## config.mk

```make
export PLATFORM = sky130hd
export DESIGN_NAME = vid_regfile
export DESIGN_NICKNAME = d
export VERILOG_FILES = /design/src/rtl/vid_regfile.sv
export SDC_FILE = /design/constraint.sdc
export NUM_CORES = 2
export LEC_CHECK = 0
export ABC_CLOCK_PERIOD_IN_PS = 4780
export BUFFER_PORTS_ARGS = -buffer_cell sky130_fd_sc_hd__buf_2
export CAP_MARGIN = 15
export CORE_MARGIN = 10
export CORE_UTILIZATION = 55
export CTS_CLUSTER_SIZE = 30
export DETAILED_ROUTE_END_ITERATION = 7
export PLACE_DENSITY = 0.71
export SLEW_MARGIN = 15
export SYNTH_ARGS = -nofsm -noshare
export SYNTH_HDL_FRONTEND = slang
export SYNTH_SLANG_ARGS = --single-unit
```

## constraint.sdc

```tcl
create_clock -name clk -period 4.78 [get_ports clk]
set_clock_uncertainty 0.1 [all_clocks]
set_input_delay 0.956 -clock clk [delete_from_list [all_inputs] [get_ports clk]]
set_output_delay 0.956 -clock clk [all_outputs]
set_load 0.05 [all_outputs]
```

## src/rtl/vid_regfile.sv

```systemverilog
module vid_regfile #(
  parameter int DOTS     = 341,
  parameter int LINES    = 262,
  parameter int VBL_LINE = 241,
  parameter int PRE_LINE = 261,
  parameter int REL_DOT  = 1
) (
  input  logic                       clk,
  input  logic                       cold_rst,
  input  logic                       warm_rst,
  input  logic [2:0]                 bus_sel,
  input  logic                       bus_wr,
  input  logic                       bus_rd,
  input  logic [7:0]                 bus_wdata,
  output logic [7:0]                 bus_rdata,
  input  logic                       spr0_hit_in,
  input  logic                       spr_ovf_in,
  input  logic [7:0]                 vmem_rdata,
  output logic                       vmem_we,
  output logic [7:0]                 vmem_wdata,
  output logic [14:0]                vmem_addr,
  output logic [7:0]                 ctrl_o,
  output logic [7:0]                 mask_o,
  output logic [14:0]                tmp_addr_o,
  output logic [2:0]                 fine_x_o,
  output logic                       wr_toggle_o,
  output logic                       hold_o,
  output logic [$clog2(DOTS)-1:0]    dot_o,
  output logic [$clog2(LINES)-1:0]   line_o
);
  localparam int DW = $clog2(DOTS);
  localparam int LW = $clog2(LINES);
  localparam logic [DW-1:0] DOT_LAST  = DW'(DOTS - 1);
  localparam logic [LW-1:0] LINE_LAST = LW'(LINES - 1);
  localparam logic [LW-1:0] VBL_L     = LW'(VBL_LINE);
  localparam logic [LW-1:0] PRE_L     = LW'(PRE_LINE);
  localparam logic [DW-1:0] REL_D     = DW'(REL_DOT);

  localparam logic [2:0] S_CTRL = 3'd0, S_MASK = 3'd1, S_STAT = 3'd2, S_SADR = 3'd3;
  localparam logic [2:0] S_SDAT = 3'd4, S_SCRL = 3'd5, S_ADDR = 3'd6, S_DATA = 3'd7;

  logic [DW-1:0] dot;
  logic [LW-1:0] line;
  logic          hold;
  logic [7:0]    ctrl, mask;
  logic [14:0]   tmp, vaddr;
  logic [2:0]    fine_x;
  logic          toggle;
  logic          vb, s0, ovf;
  logic [7:0]    spr_addr;
  logic [7:0]    spr_mem [256];
  logic [7:0]    rbuf;

  wire any_rst  = cold_rst | warm_rst;
  wire pre_evt  = (line == PRE_L) && (dot == REL_D);
  wire vbl_evt  = (line == VBL_L) && (dot == '0);
  wire wr_ctrl  = bus_wr && bus_sel == S_CTRL;
  wire wr_mask  = bus_wr && bus_sel == S_MASK;
  wire wr_sadr  = bus_wr && bus_sel == S_SADR;
  wire wr_sdat  = bus_wr && bus_sel == S_SDAT;
  wire wr_scrl  = bus_wr && bus_sel == S_SCRL;
  wire wr_addr  = bus_wr && bus_sel == S_ADDR;
  wire wr_data  = bus_wr && bus_sel == S_DATA;
  wire rd_stat  = bus_rd && bus_sel == S_STAT;
  wire rd_data  = bus_rd && bus_sel == S_DATA;
  wire [14:0] step = ctrl[2] ? 15'd32 : 15'd1;

  always_ff @(posedge clk) begin
    if (any_rst) begin
      dot  <= '0;
      line <= '0;
    end else if (dot == DOT_LAST) begin
      dot  <= '0;
      line <= (line == LINE_LAST) ? '0 : line + 1'b1;
    end else begin
      dot <= dot + 1'b1;
    end
  end

  always_ff @(posedge clk) begin
    if (any_rst)      hold <= 1'b1;
    else if (pre_evt) hold <= 1'b0;
  end

  always_ff @(posedge clk) begin
    if (any_rst || hold) begin
      ctrl   <= '0;
      mask   <= '0;
      tmp    <= '0;
      fine_x <= '0;
      toggle <= 1'b0;
    end else begin
      if (wr_ctrl) begin
        ctrl        <= bus_wdata;
        tmp[11:10]  <= bus_wdata[1:0];
      end
      if (wr_mask) mask <= bus_wdata;
      if (wr_scrl) begin
        toggle <= ~toggle;
        if (!toggle) begin
          fine_x   <= bus_wdata[2:0];
          tmp[4:0] <= bus_wdata[7:3];
        end else begin
          tmp[14:12] <= bus_wdata[2:0];
          tmp[9:5]   <= bus_wdata[7:3];
        end
      end
      if (wr_addr) begin
        toggle <= ~toggle;
        if (!toggle) begin
          tmp[13:8] <= bus_wdata[5:0];
          tmp[14]   <= 1'b0;
        end else begin
          tmp[7:0]  <= bus_wdata;
        end
      end
      if (rd_stat) toggle <= 1'b0;
    end
  end

  always_ff @(posedge clk) begin
    if (cold_rst)
      vaddr <= '0;
    else if (!warm_rst) begin
      if (!hold && wr_addr && toggle) vaddr <= {tmp[14:8], bus_wdata};
      else if (wr_data || rd_data)    vaddr <= vaddr + step;
    end
  end

  always_ff @(posedge clk) begin
    if (cold_rst) begin
      vb  <= 1'b0;
      s0  <= 1'b0;
      ovf <= 1'b0;
    end else if (!warm_rst) begin
      if (pre_evt) begin
        vb  <= 1'b0;
        s0  <= 1'b0;
        ovf <= 1'b0;
      end else begin
        if (vbl_evt)      vb <= 1'b1;
        else if (rd_stat) vb <= 1'b0;
        if (spr0_hit_in) s0  <= 1'b1;
        if (spr_ovf_in)  ovf <= 1'b1;
      end
    end
  end

  always_ff @(posedge clk) begin
    if (cold_rst)
      spr_addr <= '0;
    else if (!warm_rst) begin
      if (wr_sadr)      spr_addr <= bus_wdata;
      else if (wr_sdat) spr_addr <= spr_addr + 8'd1;
    end
  end

  always_ff @(posedge clk) begin
    if (!any_rst && wr_sdat) spr_mem[spr_addr] <= bus_wdata;
  end

  always_ff @(posedge clk) begin
    if (any_rst)      rbuf <= '0;
    else if (rd_data) rbuf <= vmem_rdata;
  end

  always_comb begin
    bus_rdata = '0;
    if (bus_rd) begin
      case (bus_sel)
        S_STAT:  bus_rdata = {vb, s0, ovf, 5'b0};
        S_SDAT:  bus_rdata = spr_mem[spr_addr];
        S_DATA:  bus_rdata = rbuf;
        default: bus_rdata = '0;
      endcase
    end
  end

  assign vmem_we     = wr_data && !any_rst;
  assign vmem_wdata  = bus_wdata;
  assign vmem_addr   = vaddr;
  assign ctrl_o      = ctrl;
  assign mask_o      = mask;
  assign tmp_addr_o  = tmp;
  assign fine_x_o    = fine_x;
  assign wr_toggle_o = toggle;
  assign hold_o      = hold;
  assign dot_o       = dot;
  assign line_o      = line;

  a_r2_counter_range: assert property (@(posedge clk) disable iff (any_rst)
    dot <= DOT_LAST && line <= LINE_LAST);

  a_r3_hold_release: assert property (@(posedge clk) disable iff (any_rst)
    pre_evt |=> !hold);

  a_r3_hold_only_at_release: assert property (@(posedge clk) disable iff (any_rst)
    $fell(hold) |-> $past(pre_evt));

  a_r4_frozen_while_held: assert property (@(posedge clk) disable iff (any_rst)
    hold |-> (ctrl == '0 && mask == '0 && tmp == '0 && fine_x == '0 && !toggle));

  a_r6_vblank_sets: assert property (@(posedge clk) disable iff (any_rst)
    vbl_evt |=> vb);

  a_r7_flags_cleared: assert property (@(posedge clk) disable iff (any_rst)
    pre_evt |=> !(vb || s0 || ovf));

  a_r12_spr_addr_step: assert property (@(posedge clk) disable iff (any_rst)
    wr_sdat |=> spr_addr == $past(spr_addr) + 8'd1);
endmodule

```

# ---- Word-level counts from Yosys, hierarchy flattened
# Memory sizes are Yosys's and may differ from the RTL's. A register that Yosys moved wholly into a read port is not among the register bits.
# Cells that the tools add are included.
dict set report word_totals {
  reg_bits 88
  latch_bits 0
  ram_bits 2048
  romBits 0
  inputBits 26
  output_inout_bits 86
  elab_cells 98
  mem_count 1
}
# name depth width rd rd_ports_with_merged_regs write_ports line
set memory_table {}
lappend memory_table {spr_mem 256 8 1 1 1 51} ;# logic [7:0] spr_mem [256];
dict set report classes {
  addsub 4
  multipliers 0
  div_mod_pow 0
  n_lt_le_gt_ge 0
  eq_ne 11
  n_shift 0
  mux 30
  bitwise 3
  n_reduce_logical 35
}
# op count
set ops {}
lappend ops {{2-to-1 mux 8 bit} 6}
lappend ops {{2-to-1 mux 15 bit} 3}
lappend ops {{case mux 8 bit (3 select lines)} 1}
lappend ops {{adder 9 x 1 -> 9 bit (second input constant)} 2}
lappend ops {{== test 9 bit (second input constant)} 2}
lappend ops {{adder 15 x 6 -> 15 bit} 1}
lappend ops {{logical AND 1 bit} 15}
lappend ops {{== test 3 bit (second input constant)} 4}
lappend ops {{AND reduction 2 bit} 6}
lappend ops {{2-to-1 mux 1 bit} 11}
lappend ops {{2-to-1 mux 10 bit} 1}
lappend ops {{2-to-1 mux 5 bit} 2}
lappend ops {{nonzero test 2 bit} 5}
lappend ops {{== test 9 x 1 -> 1 bit (second input constant)} 1}
lappend ops {{== test 9 x 8 -> 1 bit (second input constant)} 1}
lappend ops {{logical NOT 9 bit} 1}
lappend ops {{2-to-1 mux 9 bit} 1}
lappend ops {{adder 8 x 1 -> 8 bit (second input constant)} 1}
lappend ops {{2-to-1 mux 7 bit} 1}
lappend ops {{== test 3 x 2 -> 1 bit (second input constant)} 2}
lappend ops {{2-to-1 mux 3 bit} 2}
lappend ops {{2-to-1 mux 6 bit} 1}
lappend ops {{OR reduction 2 bit} 2}
lappend ops {{== test 3 x 1 -> 1 bit (second input constant)} 1}
lappend ops {{7 further kinds} 10}

# ---- Logic depth before layout (Yosys ltp)
dict set report logic_depth {
  word_depth 6
  mapped_depth 13
}

# ---- Worst setup path after synthesis
# OpenSTA, ideal clock, no wires.
dict set report synth_timing {
  path_type {register -> output}
  from {register with a tool-made name}
  to {output port bus_rdata[2]}
  arrival_time_ns 3.531
  required_time_ns 3.724
  setup_slack_ns 0.193
  path_stages_with_launch 12
  n_path_buf 5
  path_cell_list {dfxtp_1 buf_2 buf_4 buf_2 clkbuf_1 clkbuf_1 nand2_1 nand4_1 nand4_1 a211oi_1 nor3_1 o41ai_1}
}
# element line
set synth_rtl {}
lappend synth_rtl {{end: declaration} 15} ;# output logic [7:0] bus_rdata,

==> flow_summary.json <==
{
  "drc": 0,
  "rows": 143,
  "grt_pass1_wl_um": 340000,
  "nNetsFinal": 5000,
  "grt_pass1_vias": 46473,
  "intPower_mw": 29.8,
  "post-route-min-period_ns": 5.01,
  "outcome": "finished with violations",
  "rsz0062_at_grt": "true",
  "firstDrtPassIters": 8,
  "power.density_nw_per_um2": 378,
  "ys_seq_elements": 2144,
  "vias": 47469,
  "async_reset_ff_share_pct": 0,
  "gp_congestion": 0.959,
  "setup_slack_ns": -0.232,
  "htreeDepth": 4,
  "die_h_um": 411,
  "yosysSeqAreaShare_pct": 75.4,
  "clock_power_share_pct": 41.8,
  "arrival_ns": 3.96,
  "finalHoldViolCount": 0,
  "clk_path_buf_depth": 3,
  "die_w_um": 411,
  "hold_ws_ns": 0.264,
  "layout_common_cells": "2048 x edfxtp_1, 490 x mux4_2, 467 x buf_4",
  "routed_via_density": 6.63,
  "max_freq_mhz": 200,
  "fillers": 9775,
  "cts_num_sinks": 2144,
  "slew_headroom_pct": 22.8,
  "yosysWarnings": 0,
  "synth_edf_count": 2048,
  "power.switching_mw": 7.77,
  "numPortBuffers": 111,
  "overflow": 0,
  "p_leak_nw": 31.6,
  "initial_core_util_pct": 55.3,
  "totalWireLength_um": 237000,
  "tns_ns": -1.48,
  "worstSetupPathType": "reg -> out",
  "cts_tree": "yes",
  "place_ws_ns": -0.371,
  "p_seq_share_pct": 54.7,
  "drv_slew": 0,
  "setup_violations": 8,
  "cts_buffers": 208,
  "synthesis.nets": 4366,
  "worst_pin_slew_ns": 1.15,
  "crit_fanout": 7,
  "hp-class": "in -> reg",
  "fin_area_um2": 99500,
  "synth.distinct_cells": 68,
  "layout_commonest_cell": "edfxtp_1",
  "syn_inst": 4328,
  "ant_nets": 0,
  "netlist_area_um2": 84200,
  "worstSkewPairLatency_ns": 0.84,
  "drive_above_1_share_pct": 32.3,
  "die-area_um2": 169000,
  "antenna_found_initial": 9,
  "maxCapViolations": 0,
  "io_pins": 112,
  "violations": "setup timing",
  "syn_to_final_growth_pct": 18.3,
  "vdd_drop_max_v": 0.000349,
  "worst_setup_path_start_kind": "flip-flop",
  "ys.flop_type": "edfxtp_1",
  "core_um2": 152000,
  "clockRootBuffer": "clkbuf_16",
  "grt_max_degree": 150,
  "drtIter0Drc": 7414,
  "grtUsageTotal_pct": 27.8,
  "clk_pin_slew_ns": 0.06,
  "sw_frac_of_total_pct": 20.7,
  "hpwl_um": 145000,
  "p_comb_share_pct": 3.5,
  "avgSynthCellArea_um2": 19.4,
  "routedWlPerCell_um": 33.1,
  "dpl_cell_area_um2": 90200,
  "period_share_pct": 105,
  "cp-end-kind": "output pin",
  "cp.required_ns": 3.72
}
[layout make-up]
type / instances / area, um^2 / share of cell area (%)
multi-input combinational: 1896 / 20200 / 20.3
antenna: 1 / 2.50 / 0.00251
clock inverter: 123 / 1070 / 1.08
timing repair buffer: 696 / 6770 / 6.80
inverter: 16 / 68.8 / 0.0691
tap: 2030 / 2540 / 2.55
clock buffer: 259 / 5440 / 5.46
sequential: 2144 / 63400 / 63.7
[timing repair]
item	4_1_cts	5_1_grt
pin swaps	44	31
endpoints found under the setup margin	8	8
hold buffers	0	0
setup buffers	72	16
hold endpoints to repair	0	0
gates resized for setup	210	53
gates cloned	26	1
[sequential cells by signal (all words and copies together) (netlist names), named ones only]
signal / flops
spr_addr: 8
hold_o: 1
rbuf: 8
mask_o: 8
vb: 1
wr_toggle_o: 1
s0: 1
line_o: 9
ovf: 1
vmem_addr: 15
dot_o: 9
fine_x_o: 3
ctrl_o: 8
tmp_addr_o: 13
spr_mem: 2048
[cell families (layout without fill, tap and decap cells)]
logic type	Yosys count	count (layout)	share of synthesized area [%]
xor+xnor	14	14	0.146
flops	2144	2144	75.4
other cells	0	1	0
mux	674	674	15.3
fa+ha+maj	12	12	0.178
simple gates	803	803	4.14
compound gates	393	393	3.12
buf+inv	288	1094	1.72
[per-stage QoR]
stage,std cells,util [%],power (mW)
2_1_floorplan,4328,-,21.5
3_3_place_gp,6671,59.3,22.1
3_5_place_dp,6671,59.3,22.1
4_1_cts,7149,65.2,37.7
5_1_grt,7164,65.4,38.5
6_report,7165,65.4,37.6
[worst paths after layout]
path | startpoint | endpoint | slack (ns) | depth (start not counted)
hold / removal | vmem_rdata[1] | rbuf[1]$_SDFFE_PN0P_ | 0.26 | 3
hold reg to reg | ctrl_o[3]$_SDFFE_PP0P_ | ctrl_o[3]$_SDFFE_PP0P_ | 0.36 | 2
setup / recovery | flip-flop | bus_rdata[2] | -0.23 | 12
setup reg to reg | spr_addr[4]$_SDFFE_PP0P_ | spr_mem[247][0]$_DFFE_PP_ | 1.84 | 3
[power by group through the flow]
stage                     clock (mW)  combinational [mW]  sequential [mW]
final                           15.7                1.33             20.6
after global routing            16.6                1.39             20.6
after CTS                       15.9                1.31             20.6
after detailed placement           0                1.14             21.0
after global placement             0                1.11             21.0
after floorplan                    0               0.546             21.0
[cell usage after synthesis (26+ instances only)]
| master | n | area, um^2 |
|---|---|---|
| o221ai_1 | 29 | 254 |
| a21oi_1 | 96 | 480 |
| nand2_1 | 223 | 837 |
| edfxtp_1 | 2048 | 61500 |
| clkbuf_1 | 129 | 484 |
| dfxtp_1 | 96 | 1920 |
| mux2i_1 | 158 | 1580 |
| nor2_1 | 366 | 1370 |
| o22ai_1 | 37 | 231 |
| nand3_1 | 64 | 320 |
| o21ai_0 | 45 | 225 |
| mux4_2 | 490 | 11000 |
| a22oi_1 | 41 | 308 |
| buf_2 | 62 | 310 |
| mux2_2 | 26 | 293 |
| buf_4 | 42 | 315 |
| a211oi_1 | 47 | 353 |
[worst max-delay path, cell delays in order, from the launching register on]
cell	delay (ns)
dfxtp_4	0.37
buf_12	0.17
buf_16	0.16
buf_12	0.14
mux4_2	0.38
mux2i_4	0.10
a22oi_1	0.17
nand4_1	0.47
a211oi_4	0.49
nor3_4	0.10
o41ai_2	0.22
buf_4	0.19
buf_12	0.13
[metal layers]
metal  track usage, %  vias up  wire [um]
met1             38.2    24668      87100
met3             7.46      565      28800
met5                0        -         34
met4             11.5        6      11100
li1                 -    18944          -
met2             42.5     3286     110000
No activity file was read; power rests on OpenSTA's default activity.
